**src/rtl/dss_pkg.sv**
```systemverilog
package dss_pkg;
  typedef enum logic [1:0] {
    CMD_NOP = 2'd0,
    CMD_ACT = 2'd1,
    CMD_RD  = 2'd2,
    CMD_WR  = 2'd3
  } cmd_e;

  typedef enum logic {
    ST_IDLE = 1'b0,
    ST_COL  = 1'b1
  } seq_state_e;

  localparam logic [2:0] ACT_SLOT = 3'd3;
endpackage

```
**src/rtl/dss_phase_ctr.sv**
```systemverilog
module dss_phase_ctr #(
  parameter int SLOTS = 10,
  parameter int PHASE = 3,
  localparam int CNT_W = $clog2(SLOTS)
) (
  input  logic             clk,
  input  logic             rst_n,
  output logic [CNT_W-1:0] cnt,
  output logic             slot_en
);
  logic [CNT_W-1:0] cnt_d;

  always_comb begin
    if (cnt == CNT_W'(SLOTS - 1)) cnt_d = '0;
    else                          cnt_d = cnt + 1'b1;
  end

  always_ff @(posedge clk or negedge rst_n) begin
    if (!rst_n) cnt <= '0;
    else        cnt <= cnt_d;
  end

  assign slot_en = (cnt == CNT_W'(PHASE)) && rst_n;
endmodule

```
**src/rtl/dss_addr_map.sv**
```systemverilog
module dss_addr_map #(
  parameter int ADDR_W     = 16,
  parameter int PHY_ADDR_W = 15,
  parameter int ROW_LSB    = 10,
  parameter int BEAT_W     = 3
) (
  input  logic [ADDR_W-1:0]     addr,
  output logic [PHY_ADDR_W-1:0] row_field,
  output logic [PHY_ADDR_W-1:0] col_field,
  output logic [BEAT_W-1:0]     beat
);
  logic [BEAT_W-1:0] burst_off;

  assign beat      = addr[BEAT_W-1:0];
  // Rotate down by one: 0 wraps to the top beat.
  assign burst_off = beat - 1'b1;
  assign row_field = PHY_ADDR_W'(addr[ADDR_W-1:ROW_LSB]);
  assign col_field = PHY_ADDR_W'({addr[ROW_LSB-1:BEAT_W], burst_off});
endmodule

```
**src/rtl/dss_beat_mask.sv**
```systemverilog
module dss_beat_mask #(
  parameter int BEATS = 8,
  localparam int BEAT_W = $clog2(BEATS)
) (
  input  logic              own,
  input  logic [BEAT_W-1:0] prim_beat,
  input  logic [BEAT_W-1:0] cli_beat,
  output logic [BEATS-1:0]  mask
);
  logic [BEAT_W-1:0] k;

  assign k = own ? cli_beat : prim_beat;

  for (genvar i = 0; i < BEATS; i++) begin : g_beat
    assign mask[i] = (k != BEAT_W'(i));
  end
endmodule

```
**src/rtl/dss_capture.sv**
```systemverilog
module dss_capture #(
  parameter int DATA_W   = 16,
  parameter int BEATS    = 8,
  parameter int CAP_BEAT = 4,
  localparam int BYTE_W  = DATA_W / 2,
  localparam int WORD_W  = DATA_W * BEATS,
  localparam int LO_POS  = CAP_BEAT * BYTE_W,
  localparam int HI_POS  = BYTE_W * BEATS + CAP_BEAT * BYTE_W
) (
  input  logic              clk,
  input  logic              rst_n,
  input  logic              take,
  input  logic [WORD_W-1:0] word,
  output logic [DATA_W-1:0] q
);
  logic [DATA_W-1:0] q_d;

  always_comb begin
    q_d = q;
    if (take) q_d = {word[HI_POS +: BYTE_W], word[LO_POS +: BYTE_W]};
  end

  always_ff @(posedge clk or negedge rst_n) begin
    if (!rst_n) q <= '0;
    else        q <= q_d;
  end
endmodule

```
**src/rtl/dram_slot_seq.sv**
```systemverilog
module dram_slot_seq
  import dss_pkg::*;
#(
  parameter int ADDR_W     = 16,
  parameter int DATA_W     = 16,
  parameter int BEATS      = 8,
  parameter int SLOTS      = 10,
  parameter int PHASE      = 3,
  parameter int CAP_COUNT  = 7,
  parameter int CAP_BEAT   = 4,
  parameter int PHY_ADDR_W = 15,
  parameter int ROW_LSB    = 10,
  parameter int OE_W       = 4,
  localparam int BEAT_W    = $clog2(BEATS),
  localparam int CNT_W     = $clog2(SLOTS),
  localparam int WORD_W    = DATA_W * BEATS
) (
  input  logic                  clk,
  input  logic                  rst_n,
  input  logic [BEAT_W-1:0]     prim_lo,
  input  logic [ADDR_W-1:0]     cli_addr,
  input  logic [DATA_W-1:0]     cli_wdata,
  input  logic                  cli_write,
  input  logic [WORD_W-1:0]     phy_rdword,
  output logic                  cli_en,
  output logic [DATA_W-1:0]     cli_rdata,
  output logic [1:0]            phy_cmd,
  output logic [2:0]            phy_slot,
  output logic [PHY_ADDR_W-1:0] phy_addr,
  output logic [WORD_W-1:0]     phy_wdata,
  output logic [BEATS-1:0]      phy_dm,
  output logic [OE_W-1:0]       phy_dq_oe,
  output logic                  chan_sel
);
  // Reset: asynchronous assert, synchronous release.
  logic [1:0] rst_sync;
  logic       rst_q;

  always_ff @(posedge clk or negedge rst_n) begin
    if (!rst_n) rst_sync <= 2'b00;
    else        rst_sync <= {rst_sync[0], 1'b1};
  end
  assign rst_q = rst_sync[1];

  // Frame counter and client enable.
  logic [CNT_W-1:0] cnt_q;
  logic             slot_en;

  dss_phase_ctr #(.SLOTS(SLOTS), .PHASE(PHASE)) u_ctr (
    .clk(clk), .rst_n(rst_q), .cnt(cnt_q), .slot_en(slot_en)
  );
  assign cli_en = slot_en;

  // Latched request.
  seq_state_e        state_q, state_d;
  logic [ADDR_W-1:0] req_addr_q, req_addr_d;
  logic [DATA_W-1:0] req_data_q, req_data_d;
  logic              req_wr_q, req_wr_d;

  // Address decode on the live address while idle, latched otherwise.
  logic [ADDR_W-1:0]     map_in;
  logic [PHY_ADDR_W-1:0] row_field, col_field;
  logic [BEAT_W-1:0]     req_beat;

  assign map_in = (state_q == ST_IDLE) ? cli_addr : req_addr_q;

  dss_addr_map #(
    .ADDR_W(ADDR_W), .PHY_ADDR_W(PHY_ADDR_W), .ROW_LSB(ROW_LSB), .BEAT_W(BEAT_W)
  ) u_map (
    .addr(map_in), .row_field(row_field), .col_field(col_field), .beat(req_beat)
  );

  // Next-state values of the PHY outputs.
  cmd_e                  cmd_d;
  logic [2:0]            slot_d;
  logic [PHY_ADDR_W-1:0] addr_d;
  logic [WORD_W-1:0]     wdata_d;
  logic [OE_W-1:0]       oe_d;
  logic                  sel_d;
  logic [BEATS-1:0]      dm_d;

  always_comb begin
    state_d    = state_q;
    req_addr_d = req_addr_q;
    req_data_d = req_data_q;
    req_wr_d   = req_wr_q;
    cmd_d      = CMD_NOP;
    slot_d     = 3'd0;
    addr_d     = '0;
    wdata_d    = phy_wdata;
    oe_d       = '0;
    sel_d      = 1'b0;
    unique case (state_q)
      ST_IDLE: begin
        if (slot_en) begin
          req_addr_d = cli_addr;
          req_data_d = cli_wdata;
          req_wr_d   = cli_write;
          cmd_d      = CMD_ACT;
          slot_d     = ACT_SLOT;
          addr_d     = row_field;
          state_d    = ST_COL;
        end
      end
      ST_COL: begin
        cmd_d   = req_wr_q ? CMD_WR : CMD_RD;
        slot_d  = {2'b10, req_wr_q};
        addr_d  = col_field;
        sel_d   = 1'b1;
        oe_d    = req_wr_q ? '1 : '0;
        if (req_wr_q) wdata_d = {BEATS{req_data_q}};
        state_d = ST_IDLE;
      end
      default: state_d = ST_IDLE;
    endcase
  end

  dss_beat_mask #(.BEATS(BEATS)) u_mask (
    .own(sel_d), .prim_beat(prim_lo), .cli_beat(req_beat), .mask(dm_d)
  );

  always_ff @(posedge clk or negedge rst_q) begin
    if (!rst_q) begin
      state_q    <= ST_IDLE;
      req_addr_q <= '0;
      req_data_q <= '0;
      req_wr_q   <= 1'b0;
      phy_cmd    <= CMD_NOP;
      phy_slot   <= 3'd0;
      phy_addr   <= '0;
      phy_wdata  <= '0;
      phy_dq_oe  <= '0;
      chan_sel   <= 1'b0;
      phy_dm     <= '1;
    end else begin
      state_q    <= state_d;
      req_addr_q <= req_addr_d;
      req_data_q <= req_data_d;
      req_wr_q   <= req_wr_d;
      phy_cmd    <= cmd_d;
      phy_slot   <= slot_d;
      phy_addr   <= addr_d;
      phy_wdata  <= wdata_d;
      phy_dq_oe  <= oe_d;
      chan_sel   <= sel_d;
      phy_dm     <= dm_d;
    end
  end

  // Read capture at a fixed frame count.
  logic cap_take;
  assign cap_take = (cnt_q == CNT_W'(CAP_COUNT));

  dss_capture #(.DATA_W(DATA_W), .BEATS(BEATS), .CAP_BEAT(CAP_BEAT)) u_cap (
    .clk(clk), .rst_n(rst_q), .take(cap_take), .word(phy_rdword), .q(cli_rdata)
  );
endmodule

```
**config.mk**
```make
export PLATFORM = sky130hd
export DESIGN_NAME = dram_slot_seq
export DESIGN_NICKNAME = d
export VERILOG_FILES = /design/src/rtl/dss_pkg.sv /design/src/rtl/dss_phase_ctr.sv /design/src/rtl/dss_addr_map.sv /design/src/rtl/dss_beat_mask.sv /design/src/rtl/dss_capture.sv /design/src/rtl/dram_slot_seq.sv
export SDC_FILE = /design/constraint.sdc
export NUM_CORES = 1
export LEC_CHECK = 0
export BUFFER_PORTS_ARGS = -buffer_cell sky130_fd_sc_hd__buf_2
export CAP_MARGIN = 5
export CORE_AREA = 2 2 135 137
export CTS_BUF_LIST = sky130_fd_sc_hd__clkbuf_4 sky130_fd_sc_hd__clkbuf_8 sky130_fd_sc_hd__clkbuf_16
export DETAILED_ROUTE_END_ITERATION = 8
export DIE_AREA = 0 0 137 139
export PLACE_DENSITY = 0.67
export SETUP_SLACK_MARGIN = 0.2
export SLEW_MARGIN = 20
export SYNTH_ARGS = -nofsm -noshare
export SYNTH_HDL_FRONTEND = slang
export SYNTH_HIERARCHICAL = 1
export SYNTH_SLANG_ARGS = --single-unit
```
**constraint.sdc**
```tcl
create_clock -name clk -period 8.8 [get_ports clk]
set_input_delay 0 -clock clk [delete_from_list [all_inputs] [get_ports clk]]
set_output_delay 0 -clock clk [all_outputs]
set_load 0.05 [all_outputs]
```
== After elaboration in Yosys (flattened, before gate mapping) ==
Index checks and enable logic that the tools add are counted.
Cells by class
  add/subtract/negate cells: 2
  eq/ne operators: 10
  muxes and demuxes: 15
  bitwise logic cells: 1
  reductions and logical operators: 4
Operator list (number)
  15-bit one-hot mux with 2 select lines: 1
  16-bit 2-to-1 mux: 1
  4-bit 2-to-1 mux: 3
  3-bit inequality test (second input constant): 4
  6-bit 2-to-1 mux: 1
  3-bit by 2-bit inequality test with 1-bit output (second input constant): 2
  3-bit one-hot mux with 2 select lines: 1
  4-bit by 1-bit adder with 4-bit output (second input constant): 1
  4-bit by 2-bit == test with 1-bit output (second input constant): 1
  4-bit by 3-bit == test with 1-bit output (second input constant): 1
  4-bit == test (second input constant): 1
  1-bit 2-to-1 mux: 4
  2-bit one-hot mux with 2 select lines: 1
  2-bit AND reduction: 2
  3-bit 2-to-1 mux: 1
  3-bit by 1-bit inequality test with 1-bit output (second input constant): 1
  3-bit nonzero test: 1
  3-bit by 1-bit subtractor with 3-bit output (second input constant): 1
  2-bit 2-to-1 mux: 1
  1-bit one-hot mux with 2 select lines: 1
  1-bit logical AND: 1
  1-bit inverter: 1
Word-level totals
  register bits: 217
  output and inout bits: 178
  logic and storage cells: 46

== Depth between registers and ports, before layout ==
  word-level depth: 4
  mapped depth: 7

== Modules after synthesis ==
Netlist, hierarchy kept.
Modules (own cells, without submodules)
  dram_slot_seq: instances 1, cells an instance 294, area each 3990.1 sq um, seq. area each 1961.9 sq um
  dss_capture: instances 1, cells an instance 34, area each 649.4 sq um, seq. area each 400.4 sq um
  dss_addr_map: instances 1, cells an instance 36, area each 261.5 sq um, seq. area each 0.0 sq um
  dss_phase_ctr: instances 1, cells an instance 15, area each 170.2 sq um, seq. area each 100.1 sq um
  dss_beat_mask: instances 1, cells an instance 22, area each 163.9 sq um, seq. area each 0.0 sq um

== Worst setup path before layout ==
No wires, ideal clock.
  path type: register to register
  from: reg rst_sync[1]
  to: reg req_addr_q[0]
  arrival: 5131 ps
  data required time: 8675 ps
  slack: 3544 ps
  cell stages (with the launch flop): 6
  buffers on the path: 2
  clock period less this slack: 5256 ps
  cells stage by stage: dfrtp_1 -> nor4b_1 -> nor2b_2 -> buf_6 -> buf_8 -> mux2_4
Between the ends
  cells in the longest elaborated chain, start to end: 2
Ends and longest elaborated chain
  start: declaration: line dram_slot_seq.sv:36  | logic [1:0] rst_sync;
  start signal: assignment: line dram_slot_seq.sv:41  | else rst_sync <= {rst_sync[0], 1'b1};
  1-bit logical AND: line dss_phase_ctr.sv:23  | assign slot_en = (cnt == CNT_W'(PHASE)) && rst_n;
  via cli_en: line dram_slot_seq.sv:25  | output logic cli_en,
  2-bit AND reduction (no line)
  end signal: assignment: line dram_slot_seq.sv:137  | req_addr_q <= req_addr_d;
  end: declaration: line dram_slot_seq.sv:56  | logic [ADDR_W-1:0] req_addr_q, req_addr_d;
The timed path passes the listed nets, and every way through them passes these cells.
A chain may end at the register's enable or synchronous reset.

== Worst setup path after layout ==
  from: reg rst_sync[1]
  to: reg req_addr_q[2]
Between the ends
  cells in the longest elaborated chain, start to end: 2
Ends and longest elaborated chain (line)
  1-bit logical AND: dss_phase_ctr.sv:23
  2-bit AND reduction (no line)
No other way between the ends.

==> impl_summary.log <==
[metrics] count of max-cap constraint violations: 0
[metrics] count of inserted antenna diode cells: 0
[metrics] outcome: finished, final reports clean
[metrics] DP HPWL: 7980 µm
[metrics] critical path data required time: 9030 ps
[metrics] Clock Latency Late Sink: 350 ps
[metrics] setup slack, reg-to-reg: 5900 ps
[metrics] core footprint: 0.0177 mm²
[metrics] maximum number of pins on one net before global-route repair: 50
[metrics] Seq. cell area: 0.00247 mm²
[metrics] asr flop ratio synth: 100%
[metrics] WL/cell: 14.9 µm
[metrics] distinct cell type count of the synthesized netlist: 32
[metrics] Die Wd: 137 µm
[metrics] total net switching power: 644 µW
[metrics] detailed router's first-iteration violation count: 89
[metrics] site row count: 49
[metrics] combinational cell fraction of total power: 36.4%
[metrics] remaining antenna violation count: 0
[metrics] detailed-router iteration count before antenna repair: 4
[metrics] unrepaired setup endpoints after global routing: false
[metrics] area post-placement: 0.00549 mm²
[metrics] area delta synth->final: 20.9%
[metrics] proportion of layout cells with a drive suffix above 1: 62.4%
[metrics] clock tree sinks: 98
[metrics] Max clock buf depth: 2
[metrics] Critical path origin: rst_sync[1]
[metrics] critical path class: flip-flop to flip-flop
[metrics] mean post-synth cell area: 13.1 µm²
[metrics] number of cells produced by synthesis: 401
[metrics] Layout Skew: 9.70 ps
[metrics] primary flip-flop cell chosen by synthesis mapping: dfrtp_1
[metrics] highest clock frequency the design can meet: 345 MHz
[metrics] number of antenna violations at the first check in global routing: 0
[metrics] portion of synthesized cell area occupied by the leading cell type: 43.0%
[metrics] non-filler instance count after layout: 782
[metrics] Port Buffers: 231
[metrics] Ports: 344
[metrics] TritonCTS clock tree: done
[metrics] Crit Reg-Reg Startpoint: rst_sync[1]
[metrics] post-route worst setup slack: 5900 ps
[metrics] max-slew violation count: 0
[metrics] starting density of the core: 29.6%
[metrics] area used by multi-input combinational logic: 0.00154 mm²
[metrics] total internal power: 831 µW
[metrics] total power: 1.48 mW
[metrics] most frequently used cell type in the post-synthesis netlist: buf_4
[metrics] biggest area consumer among synthesized cells: dfrtp_1
[metrics] WP data arrival: 3130 ps
[metrics] post-synthesis sequential area ratio: 47.0%
[metrics] Final period util: 33.0%
[metrics] static power due to leakage: 3.30 nW
[metrics] number of gates resized after cts: 0
[metrics] Final TNS setup: 0 ps
[metrics] critical path peak fanout: 49
[metrics] part of the total power dissipated in sequential elements: 35.8%
[metrics] min cycle time layout: 2900 ps
[metrics] number of warnings printed during yosys synthesis: 6
[metrics] Fin. Hold Viols: 0
[metrics] pin slew with the least headroom to its limit: 952 ps
[metrics] DIE AREA: 0.0190 mm²
[metrics] CP Capture Type: flip-flop
[metrics] path class of the lowest-slack min-delay path: input port to flip-flop
[metrics] Worst VDD drop: 0.102 mV
[metrics] Rel. slew slack: 36.5%
[metrics] top post-synthesis cells by area: dfrtp_1 (43%), buf_4 (22%), mux2_4 (12%)
[metrics] total of flip-flops plus latches after synthesis: 98
[metrics] Chip Height: 139 µm
[metrics] total gr overflow: 0
[metrics] net total in the final layout: 715
[metrics] number of clock buffers inserted by TritonCTS: 9
[metrics] count of endpoints failing setup in the final report: 0
[metrics] count of buffers added by post-CTS timing repair for setup: 0
[metrics] first-pass GRT wire length: 17,000 µm
[metrics] number of flops mapped to enable cells by yosys: 0
[metrics] CTS H-tree depth: 3
[metrics] drc violations: 0
[metrics] cell at the root of the clock tree: clkbuf_16
[metrics] total global-route track usage: 12.1%
[metrics] Sw Ratio: 43.7%
[metrics] top post-synthesis cells by count: buf_4 (153), dfrtp_1 (90), mux2_4 (43)
[metrics] post-placement cell count: 713
[metrics] ratio of total power to cell area: 233 mW/mm²
[metrics] share of power burned in the clock network: 27.8%
[metrics] vias in the first global route: 3,020
[metrics] start point of the worst min-delay path: prim_lo[2]
[metrics] gpl congestion: 0.690
[metrics] Cell Area, Synth: 0.00524 mm²
[metrics] via total after detailed routing: 3,172
[metrics] final routed wirelength across all metal layers: 11,600 µm
[metrics] Post-Route Hold Slack: 20.5 ps
[metrics] total of hold buffers inserted after clock tree synthesis: 53
[metrics] pre-CTS setup slack: 5770 ps
[metrics] CTS clk-pin slew, worst paths: 70 ps
[metrics] Critical Path Source Type: flip-flop
[metrics] vias per cell: 4.06
[metrics] fillers: 1,715
[metrics] post-route cell area: 0.00633 mm²
[metrics] utilization after layout: 35.8%
## kinds of logic (layout without fill, tap and decap cells)
group	Yosys count	in the layout	synth area share (%)
mux	82	82	20.7
simple gates	20	20	3.16
xor+xnor	2	2	0.335
flops	98	98	47.0
fa+ha+maj	1	1	0.239
buf+inv	171	310	24.7
compound gates	25	25	3.70
other cells	2	15	0.143
## critical path, cell delays in order, from the launching register on
cell and delay (ps):
dfrtp_4 840, nor4b_1 400, nor2b_4 520, buf_4 630
mux2_4 350
## power groups by stage
stage | sequential (mW) | combinational (mW) | clock (mW)
2_1_floorplan | 0.586 | 0.463 | 0
3_3_place_gp | 0.536 | 0.521 | 0
3_5_place_dp | 0.538 | 0.521 | 0
4_1_cts | 0.530 | 0.539 | 0.428
5_1_grt | 0.536 | 0.560 | 0.447
6_report | 0.528 | 0.537 | 0.410
## cell type report
| cell class | instances | area share, % |
|---|---|---|
| Clock inverter | 7 | 1.29 |
| Sequential cell | 98 | 39.0 |
| Tap cell | 229 | 4.53 |
| Multi-Input combinational cell | 145 | 24.3 |
| Timing Repair Buffer | 286 | 26.9 |
| Inverter | 8 | 0.475 |
| Clock buffer | 9 | 3.56 |
## sequential cells by signal (all words and copies together) (netlist names)
name	flops
phy_wdata	16
u_cap/q	16
chan_sel	1
phy_dm	8
req_wr_q	1
phy_slot	2
u_ctr/cnt	4
rst_sync	2
req_data_q	16
phy_addr	15
req_addr_q	16
phy_dq_oe	1
## cell usage in the layout, fill, tap and decap left out, types with 2 or more instances in the layout
cell type,netlist,routed
dfrtp_1,90,88
inv_1,8,8
mux2_2,39,39
mux2_4,43,43
clkbuf_16,0,9
a31oi_1,6,6
nor2_1,2,2
buf_4,153,2
inv_6,0,3
a22o_1,15,15
dlygate4sd3_1,0,53
and4bb_1,3,3
conb_1,2,15
nor4b_1,4,4
buf_2,2,231
and4b_1,2,2
dfstp_2,8,8
a21oi_1,2,2
## per-layer routing
layer	part of all wire (%)	vias to the layer above	track usage (%)
met3	12	11	6.51
met5	0	-	0
met2	44	171	18.7
met4	1.1	0	3.64
met1	42	1503	14.6
li1	-	1487	-
## final timing paths
check                      cells past startpoint             to
setup / recovery                               4  req_addr_q[2]
hold / removal                                 3      phy_dm[1]
setup reg to reg                               4  req_addr_q[2]
hold reg to reg                                0    rst_sync[1]
max in group asynchronous                      1    phy_slot[1]
min in group asynchronous                      0  req_data_q[7]
No activity file was read; power rests on OpenSTA's default activity.
